`src/rtl/rdhs_pkg.sv`:
```
package rdhs_pkg;
  typedef enum logic [2:0] {
    RQ_IDLE, RQ_ADDR, RQ_REL, RQ_WAIT, RQ_ACK
  } rq_state_t;

  typedef enum logic [2:0] {
    RS_IDLE, RS_ACK, RS_WAIT, RS_DATA, RS_DONE
  } rs_state_t;
endpackage

```
`src/rtl/rdhs_sync.sv`:
```
module rdhs_sync #(
  parameter int W      = 1,
  parameter int STAGES = 2
) (
  input  logic         clk,
  input  logic         rst,
  input  logic [W-1:0] d,
  output logic [W-1:0] q
);
  logic [W-1:0] stg [STAGES];

  always_ff @(posedge clk) begin
    if (rst) begin
      for (int i = 0; i < STAGES; i++) stg[i] <= '0;
    end else begin
      stg[0] <= d;
      for (int i = 1; i < STAGES; i++) stg[i] <= stg[i-1];
    end
  end

  assign q = stg[STAGES-1];
endmodule

```
`src/rtl/rdhs_requester.sv`:
```
module rdhs_requester
  import rdhs_pkg::*;
#(
  parameter int BUS_W       = 16,
  parameter int SYNC_STAGES = 2
) (
  input  logic             clk,
  input  logic             rst,
  input  logic             cmd_valid,
  input  logic [BUS_W-1:0] cmd_addr,
  output logic             cmd_ready,
  output logic             rsp_valid,
  output logic [BUS_W-1:0] rsp_data,
  input  logic             line_ack,
  input  logic             line_dr,
  input  logic [BUS_W-1:0] bus_in,
  output logic             rr_o,
  output logic             ack_o,
  output logic             de_o,
  output logic [BUS_W-1:0] bus_out
);
  rq_state_t  st;
  logic [1:0] ctl_s;
  logic       ack_s, dr_s;

  rdhs_sync #(.W(2), .STAGES(SYNC_STAGES)) u_sync (
    .clk(clk), .rst(rst), .d({line_ack, line_dr}), .q(ctl_s)
  );
  assign ack_s = ctl_s[1];
  assign dr_s  = ctl_s[0];

  assign cmd_ready = (st == RQ_IDLE) && !ack_s;

  always_ff @(posedge clk) begin
    if (rst) begin
      st        <= RQ_IDLE;
      rr_o      <= 1'b0;
      ack_o     <= 1'b0;
      de_o      <= 1'b0;
      bus_out   <= '0;
      rsp_valid <= 1'b0;
      rsp_data  <= '0;
    end else begin
      rsp_valid <= 1'b0;
      case (st)
        RQ_IDLE: if (cmd_valid && cmd_ready) begin
          rr_o    <= 1'b1;
          de_o    <= 1'b1;
          bus_out <= cmd_addr;
          st      <= RQ_ADDR;
        end
        RQ_ADDR: if (ack_s) begin
          rr_o    <= 1'b0;
          de_o    <= 1'b0;
          bus_out <= '0;
          st      <= RQ_REL;
        end
        RQ_REL: if (!ack_s) st <= RQ_WAIT;
        RQ_WAIT: if (dr_s) begin
          rsp_data  <= bus_in;
          rsp_valid <= 1'b1;
          ack_o     <= 1'b1;
          st        <= RQ_ACK;
        end
        RQ_ACK: if (!dr_s) begin
          ack_o <= 1'b0;
          st    <= RQ_IDLE;
        end
        default: st <= RQ_IDLE;
      endcase
    end
  end
endmodule

```
`src/rtl/rdhs_responder.sv`:
```
module rdhs_responder
  import rdhs_pkg::*;
#(
  parameter int BUS_W       = 16,
  parameter int SYNC_STAGES = 2
) (
  input  logic             clk,
  input  logic             rst,
  input  logic             line_rr,
  input  logic             line_ack,
  input  logic [BUS_W-1:0] bus_in,
  output logic             ack_o,
  output logic             dr_o,
  output logic             de_o,
  output logic [BUS_W-1:0] bus_out,
  output logic             mem_req,
  output logic [BUS_W-1:0] mem_addr,
  input  logic             mem_done,
  input  logic [BUS_W-1:0] mem_rdata
);
  rs_state_t        st;
  logic [1:0]       ctl_s;
  logic             rr_s, ack_s;
  logic             got;
  logic [BUS_W-1:0] data_q;

  rdhs_sync #(.W(2), .STAGES(SYNC_STAGES)) u_sync (
    .clk(clk), .rst(rst), .d({line_rr, line_ack}), .q(ctl_s)
  );
  assign rr_s  = ctl_s[1];
  assign ack_s = ctl_s[0];

  assign bus_out = data_q;

  always_ff @(posedge clk) begin
    if (rst) begin
      st       <= RS_IDLE;
      ack_o    <= 1'b0;
      dr_o     <= 1'b0;
      de_o     <= 1'b0;
      mem_req  <= 1'b0;
      mem_addr <= '0;
      got      <= 1'b0;
      data_q   <= '0;
    end else begin
      mem_req <= 1'b0;
      if (mem_done) begin
        data_q <= mem_rdata;
        got    <= 1'b1;
      end
      case (st)
        RS_IDLE: if (rr_s) begin
          mem_addr <= bus_in;
          mem_req  <= 1'b1;
          ack_o    <= 1'b1;
          got      <= 1'b0;
          st       <= RS_ACK;
        end
        RS_ACK: if (!rr_s) begin
          ack_o <= 1'b0;
          st    <= RS_WAIT;
        end
        RS_WAIT: if ((got || mem_done) && !ack_s) begin
          de_o <= 1'b1;
          dr_o <= 1'b1;
          got  <= 1'b0;
          st   <= RS_DATA;
        end
        RS_DATA: if (ack_s) begin
          dr_o <= 1'b0;
          de_o <= 1'b0;
          st   <= RS_DONE;
        end
        RS_DONE: if (!ack_s) st <= RS_IDLE;
        default: st <= RS_IDLE;
      endcase
    end
  end
endmodule

```
`src/rtl/rdhs_top.sv`:
```
module rdhs_top #(
  parameter int BUS_W       = 16,
  parameter int SYNC_STAGES = 2
) (
  input  logic             clk,
  input  logic             rst,
  input  logic             cmd_valid,
  input  logic [BUS_W-1:0] cmd_addr,
  output logic             cmd_ready,
  output logic             rsp_valid,
  output logic [BUS_W-1:0] rsp_data,
  output logic             mem_req,
  output logic [BUS_W-1:0] mem_addr,
  input  logic             mem_done,
  input  logic [BUS_W-1:0] mem_rdata,
  output logic             bus_readreq,
  output logic             bus_ack,
  output logic             bus_datardy,
  output logic [BUS_W-1:0] bus_data,
  output logic             req_drive,
  output logic             rsp_drive
);
  logic             rq_ack, rs_ack;
  logic [BUS_W-1:0] rq_bus, rs_bus;

  rdhs_requester #(.BUS_W(BUS_W), .SYNC_STAGES(SYNC_STAGES)) u_req (
    .clk(clk), .rst(rst),
    .cmd_valid(cmd_valid), .cmd_addr(cmd_addr), .cmd_ready(cmd_ready),
    .rsp_valid(rsp_valid), .rsp_data(rsp_data),
    .line_ack(bus_ack), .line_dr(bus_datardy), .bus_in(bus_data),
    .rr_o(bus_readreq), .ack_o(rq_ack), .de_o(req_drive), .bus_out(rq_bus)
  );

  rdhs_responder #(.BUS_W(BUS_W), .SYNC_STAGES(SYNC_STAGES)) u_rsp (
    .clk(clk), .rst(rst),
    .line_rr(bus_readreq), .line_ack(bus_ack), .bus_in(bus_data),
    .ack_o(rs_ack), .dr_o(bus_datardy), .de_o(rsp_drive), .bus_out(rs_bus),
    .mem_req(mem_req), .mem_addr(mem_addr),
    .mem_done(mem_done), .mem_rdata(mem_rdata)
  );

  assign bus_ack  = rq_ack | rs_ack;
  assign bus_data = req_drive ? rq_bus : (rsp_drive ? rs_bus : '0);
endmodule

```
`config.mk`:
```
export PLATFORM = sky130hd
export DESIGN_NAME = rdhs_top
export DESIGN_NICKNAME = d
export VERILOG_FILES = /design/src/rtl/rdhs_pkg.sv /design/src/rtl/rdhs_sync.sv /design/src/rtl/rdhs_requester.sv /design/src/rtl/rdhs_responder.sv /design/src/rtl/rdhs_top.sv
export SDC_FILE = /design/constraint.sdc
export NUM_CORES = 1
export LEC_CHECK = 0
export BUFFER_PORTS_ARGS = -buffer_cell sky130_fd_sc_hd__buf_2
export CORE_MARGIN = 1
export CORE_UTILIZATION = 54
export CTS_BUF_LIST = sky130_fd_sc_hd__clkbuf_4
export CTS_CLUSTER_SIZE = 28
export DETAILED_ROUTE_END_ITERATION = 8
export PLACE_DENSITY = 0.82
export SYNTH_ARGS = -nofsm -noshare
export SYNTH_HDL_FRONTEND = slang
export SYNTH_HIERARCHICAL = 1
export SYNTH_SLANG_ARGS = --single-unit
export TNS_END_PERCENT = 20
```
`constraint.sdc`:
```
create_clock -name clk -period 1.55 [get_ports clk]
set_input_delay 0.155 -clock clk [delete_from_list [all_inputs] [get_ports clk]]
set_output_delay 0.155 -clock clk [all_outputs]
set_load 0.1 [all_outputs]
```
### After elaboration in Yosys (flattened, before gate mapping)

Memories as Yosys holds them, arrays and structs flattened.
Index checks and enable logic that the tools add are counted.

| storage, ports and cells | value |
|---|---|
| flip-flop bits (word level) | 77 |
| latch bits | 0 |
| memory bits (writable) | 8 |
| ROM bits | 0 |
| input port bits | 36 |
| word-level logic and storage cells | 104 |
| memories kept | 2 |

Memory list:

| memory | depth | bits a word | read ports | clocked after Yosys merged registers in | wr ports | RTL line | text |
|---|---|---|---|---|---|---|---|
| u_req.u_sync.stg | 2 | 2 | 2 | 0 | 2 | rdhs_sync.sv:10 | `logic [W-1:0] stg [STAGES];` |
| u_rsp.u_sync.stg | 2 | 2 | 2 | 0 | 2 | rdhs_sync.sv:10 |  |

| operators by class | value |
|---|---|
| add/sub/neg operators | 0 |
| $mul | 0 |
| divide/modulo/power cells | 0 |
| $lt $le $gt $ge | 0 |
| eq/ne operators | 18 |
| shifts and indexed selects | 0 |
| multiplexer cells | 42 |
| bitwise logic cells | 7 |
| reductions and logical operators | 22 |

Operator list:

| kind | number |
|---|---|
| two-way mux 16 bit | 4 |
| one-hot mux 16 bit (2 select lines) | 1 |
| two-way mux 3 bit | 10 |
| one-hot mux 3 bit (5 select lines) | 2 |
| two-way mux 1 bit | 16 |
| equality test 3 x 2 -> 1 bit (second input constant) | 4 |
| AND reduction 3 bit | 4 |
| != test 2 x 1 -> 1 bit (second input constant) | 5 |
| != test 2 bit (second input constant) | 5 |
| one-hot mux 1 bit (2 select lines) | 5 |
| AND reduction 5 bit | 2 |
| two-way mux 2 bit | 4 |
| nonzero test 2 bit | 4 |
| equality test 3 x 1 -> 1 bit (second input constant) | 2 |
| equality test 3 bit (second input constant) | 2 |
| zero test 3 bit | 2 |
| OR 1 bit | 5 |
| AND reduction 2 bit | 2 |
| OR reduction 2 bit | 2 |
| logical AND 1 bit | 3 |
| zero test 1 bit | 2 |
| NOT 1 bit | 2 |
| logical OR 1 bit | 1 |

### Logic depth before layout (Yosys ltp)

| depth | value |
|---|---|
| depth in word-level cells | 5 |
| mapped depth | 6 |

### Hierarchy

The synthesis kept the hierarchy.

Modules (own cells, without submodules):

| module | instances | cells an instance | area an instance (um^2) | sequential area each (um^2) |
|---|---|---|---|---|
| rdhs_responder | 1 | 160 | 1475.2 | 780.7 |
| rdhs_requester | 1 | 147 | 1456.4 | 760.7 |
| rdhs_sync | 2 | 10 | 120.1 | 80.1 |
| rdhs_top | 1 | 25 | 207.7 | 0.0 |

### Worst setup path after synthesis

No wires, ideal clock.

| path | value |
|---|---|
| kind | reg2reg |
| from | register u_req.de_o |
| to | register u_req.rsp_data[13] |
| library setup time | 71 ps |
| data arrival time | 3636 ps |
| data required time | 1479 ps |
| setup slack | -2158 ps |
| cell stages (with the launch flop) | 6 |
| path buffers | 2 |
| path through | dfxtp_1 -> buf_6 -> buf_2 -> o21ai_0 -> nand2_1 -> a21oi_1 |

| on the way | value |
|---|---|
| word-level cells in the longest chain between the ends | 1 |

RTL lines:

| element | RTL line | text |
|---|---|---|
| start: declaration | rdhs_requester.sv:19 | `output logic de_o,` |
| start signal: assignment | rdhs_requester.sv:39 | `de_o <= 1'b0;` |
| start signal: assignment | rdhs_requester.sv:48 | `de_o <= 1'b1;` |
| start signal: assignment | rdhs_requester.sv:54 | `de_o <= 1'b0;` |
| two-way mux 16 bit | rdhs_top.sv:43 | `assign bus_data = req_drive ? rq_bus : (rsp_drive ? rs_bus : '0);` |
| net bus_data[13] | rdhs_top.sv:19 | `output logic [BUS_W-1:0] bus_data,` |
| end signal: assignment | rdhs_requester.sv:60 | `rsp_data <= bus_in;` |
| end: declaration | rdhs_requester.sv:13 | `output logic [BUS_W-1:0] rsp_data,` |

The timed path passes the listed nets, and every way through them passes these cells.
A chain may end at the register's enable or synchronous reset.

### Worst setup path in the final report

| path | value |
|---|---|
| from | register u_rsp.de_o |
| to | output port bus_data[10] |

| on the way | value |
|---|---|
| word-level cells in the longest chain between the ends | 2 |

RTL lines:

| element | RTL line | text |
|---|---|---|
| start: declaration | rdhs_responder.sv:14 | `output logic de_o,` |
| start signal: assignment | rdhs_responder.sv:40 | `de_o <= 1'b0;` |
| start signal: assignment | rdhs_responder.sv:64 | `de_o <= 1'b1;` |
| start signal: assignment | rdhs_responder.sv:71 | `de_o <= 1'b0;` |
| two-way mux 16 bit (2 in a row) | rdhs_top.sv:43 |  |
| end: declaration | rdhs_top.sv:19 |  |

Every way passes these cells.

==> impl_metrics.ini <==
[synth]
yosysTopAreaCellShare_pct = 50.35
ys_seq_area_share_pct = 50.35
synth_top_area_cell = dfxtp_1
yosysWarnings = 6
async_flop_share_pct = 0
synth_edf_count = 0
synthCells = 352
synth_ff_type = dfxtp_1
ys_ff_latch = 85
syn_area_per_cell_um2 = 9.601
synth_area_mm2 = 0.003379
ys_types = 43
synthTopCellsByArea = dfxtp_1 50%, nand2_1 7.9%, a21oi_1 5.3%
syn-num-nets = 388

[grt]
gr-total-overflow = 0
antenna_found_initial = 0
track_usage_pct = 31.32
first_global_vias = 3129
grt_pass1_wl_mm = 15.22
grt_max_degree = 27

[critical_path]
rr_startpoint = u_req/st[0]
start_kind = register
cp-startpoint = u_rsp/de_o
crit_arrival_ns = 1.53
slowest_stage = dfxtp_4
cp-end-kind = output port
critPathKind = reg2out
crit-reg2reg-capture = u_req/bus_out[15]
cp-endpoint = bus_data[10]
crit_required_ns = 1.39
reg2reg_setup_slack_ns = 0.13
max_stage_delay_ns = 0.38
crit_fanout = 8
r2r_cells = 3
crit_chain = nor2b_4 -> buf_8 -> a22o_4 -> buf_12

[clocking]
worstSkewPairLatency_ns = 0.44
cts_tree = done
cts_sinks = 85
path_clk_slew_ns = 0.13
root_buffer = clkbuf_4
cts_buffers = 9
clockBufferDepth = 2
htreeDepth = 3

[worst_hold_path]
hold_class = in2reg

[sta]
finalHoldViolCount = 0
setup_tns_ns = -1.917
fin_crit_sh_pct = 108.8
min_period_ns = 1.687
worst_pin_slew_ns = 0.5496
fmaxAchievable_mhz = 592.8
timing.final.ws_setup_ns = -0.1370
slew_headroom_pct = 63.36
rsz0062_at_grt = true
whs_ns = 0.04553
slew_violations = 0
fin_skew_ns = 0.01711
setup_viol = 17

[outcome]
outcome = finished with violations
failed_checks = negative setup slack

[drt]
route.detailed.drc = 0
routedWlPerCell_um = 17.97
first_pass_iters = 5
antenna_left = 0
routed_wl_mm = 9.972
drtIter0Drc = 184
vias = 3182
vias_per_cell = 5.733

[cells_and_area]
drive_gt1_share_pct = 34.38
syn_to_final_growth_pct = 40.84
nFillCells = 352
num_antenna_cells = 0
final_cell_mix = 81 x dfxtp_1, 69 x nand2_1, 69 x buf_2
nets = 511
final_common_cell = dfxtp_1

[power_and_ir_drop]
seqPwrFrac_pct = 53.9
comb_power_share_pct = 16.7
power_density_mw_per_mm2 = 904.3
internal_power_mw = 3.059
irDropWorstVdd_v = 0.0006521
swShare_pct = 28.93
p_leak_nw = 2.076
power_frac_clock_pct = 29.4
switching_power_mw = 1.245

[placement]
portBuffers = 91
dp_hpwl_mm = 6.068
gp_congestion = 0.9631

[floorplanning]
rows = 28
ios = 92
start_util_pct = 56.41
die_h_um = 81.11
core_area_mm2 = 0.005991
die-area_mm2 = 0.006579
die_w_um = 81.11

[job]
cap_violations = 0
==> logic make-up after synthesis <==
family | after synthesis | share of synthesized area, %
AND/OR/NAND/NOR | 132 | 19.18
flip-flops | 85 | 50.35
AO/OA/AOI/OAI | 83 | 17.59
buffers and inverters | 36 | 8.145
multiplexers | 16 | 4.739
==> metrics by stage <==
step / total power, mW / area (um2) / worst slack (ns) / cells / utilization [%]
final: 4.304 / 4760 / -0.1370 / 555 / 79.45
after global routing: 4.443 / 4760 / -0.1535 / 555 / 79.45
after CTS: 4.277 / 4747 / -0.1198 / 555 / 79.24
after detailed placement: 2.973 / 4193 / 0.1056 / 498 / 69.99
after global placement: 2.957 / 4193 / 0.1413 / 498 / 69.99
after floorplan: 2.786 / 3537 / -0.1241 / 352 / -
==> power by group through the flow <==
stage	Sequential, mW	Clock [mW]	Combinational [mW]
6_report	2.32	1.27	0.718
5_1_grt	2.33	1.37	0.749
4_1_cts	2.31	1.26	0.700
3_5_place_dp	2.37	0	0.603
3_3_place_gp	2.36	0	0.595
2_1_floorplan	2.38	0	0.409
==> registers in the layout, summed over array words and instances, names as in the netlist, 3 cells and up <==
register / cells
u_rsp/bus_out: 16
u_req/bus_out: 16
u_rsp/u_sync/stg: 4
u_rsp/mem_addr: 16
u_rsp/st: 3
u_req/u_sync/stg: 4
u_req/st: 3
u_req/rsp_data: 16
==> cell usage after synthesis, types with 2 or more instances <==
library cell	instances
inv_1	3
a2111oi_0	2
nor3_1	2
a22o_1	4
nor3b_1	3
or2_2	2
buf_4	8
mux2i_1	16
o21ai_0	4
dfxtp_1	85
a22oi_1	2
nor2_1	26
buf_2	6
and4b_1	2
buf_6	11
clkbuf_1	6
a31oi_1	3
a22o_2	11
a32o_1	15
a21oi_1	36
nand2_1	71
nor2b_1	13
==> per-layer routing <==
layer | vias to the layer above | wire, um | global-route usage, %
li1 | 1456 | - | -
met1 | 1528 | 3931 | 37.10
met2 | 161 | 4905 | 52.02
met3 | 37 | 838 | 8.764
met4 | 0 | 297 | 15.18
met5 | - | 0 | 0
==> how the worst min path moves through the flow <==
stage / startpoint / to / slack (ns) / cells past startpoint
floorplan: rst / u_req/u_sync/stg[0][0] / 0.23 / 1
global placement: cmd_addr[15] / u_req/bus_out[15] / 0.37 / 2
detailed placement: cmd_addr[3] / u_req/bus_out[3] / 0.37 / 2
CTS: mem_rdata[15] / u_rsp/bus_out[15] / 0.02 / 3
global route: mem_rdata[15] / u_rsp/bus_out[15] / 0.03 / 3
finish: mem_rdata[15] / u_rsp/bus_out[15] / 0.05 / 3
==> area by class of cell <==
| cell class | instances | area [um2] | area share [%] |
|---|---|---|---|
| Timing Repair Buffer | 145 | 1242 | 26.10 |
| Inverter | 3 | 11.26 | 0.2366 |
| Sequential cell | 85 | 1712 | 35.96 |
| Clock inverter | 6 | 62.56 | 1.314 |
| Tap cell | 75 | 93.84 | 1.972 |
| Clock buffer | 10 | 75.07 | 1.577 |
| Multi-Input combinational cell | 231 | 1563 | 32.83 |
==> worst max-delay path, delay by kind of cell, from the launching register on <==
kind            cells  cell delay [ns]
flops               1             0.38
compound gates      1             0.25
buf+inv             2             0.31
simple gates        1             0.14
==> timing repair <==
action | 4_1_cts | 5_1_grt
setup buffers | 10 | 0
setup endpoints to repair | 19 | 23
endpoints found under the hold margin | 31 | 0
pin swaps | 8 | 5
gates resized for setup | 10 | 3
hold buffers | 31 | 0
No activity file was read; power rests on OpenSTA's default activity.
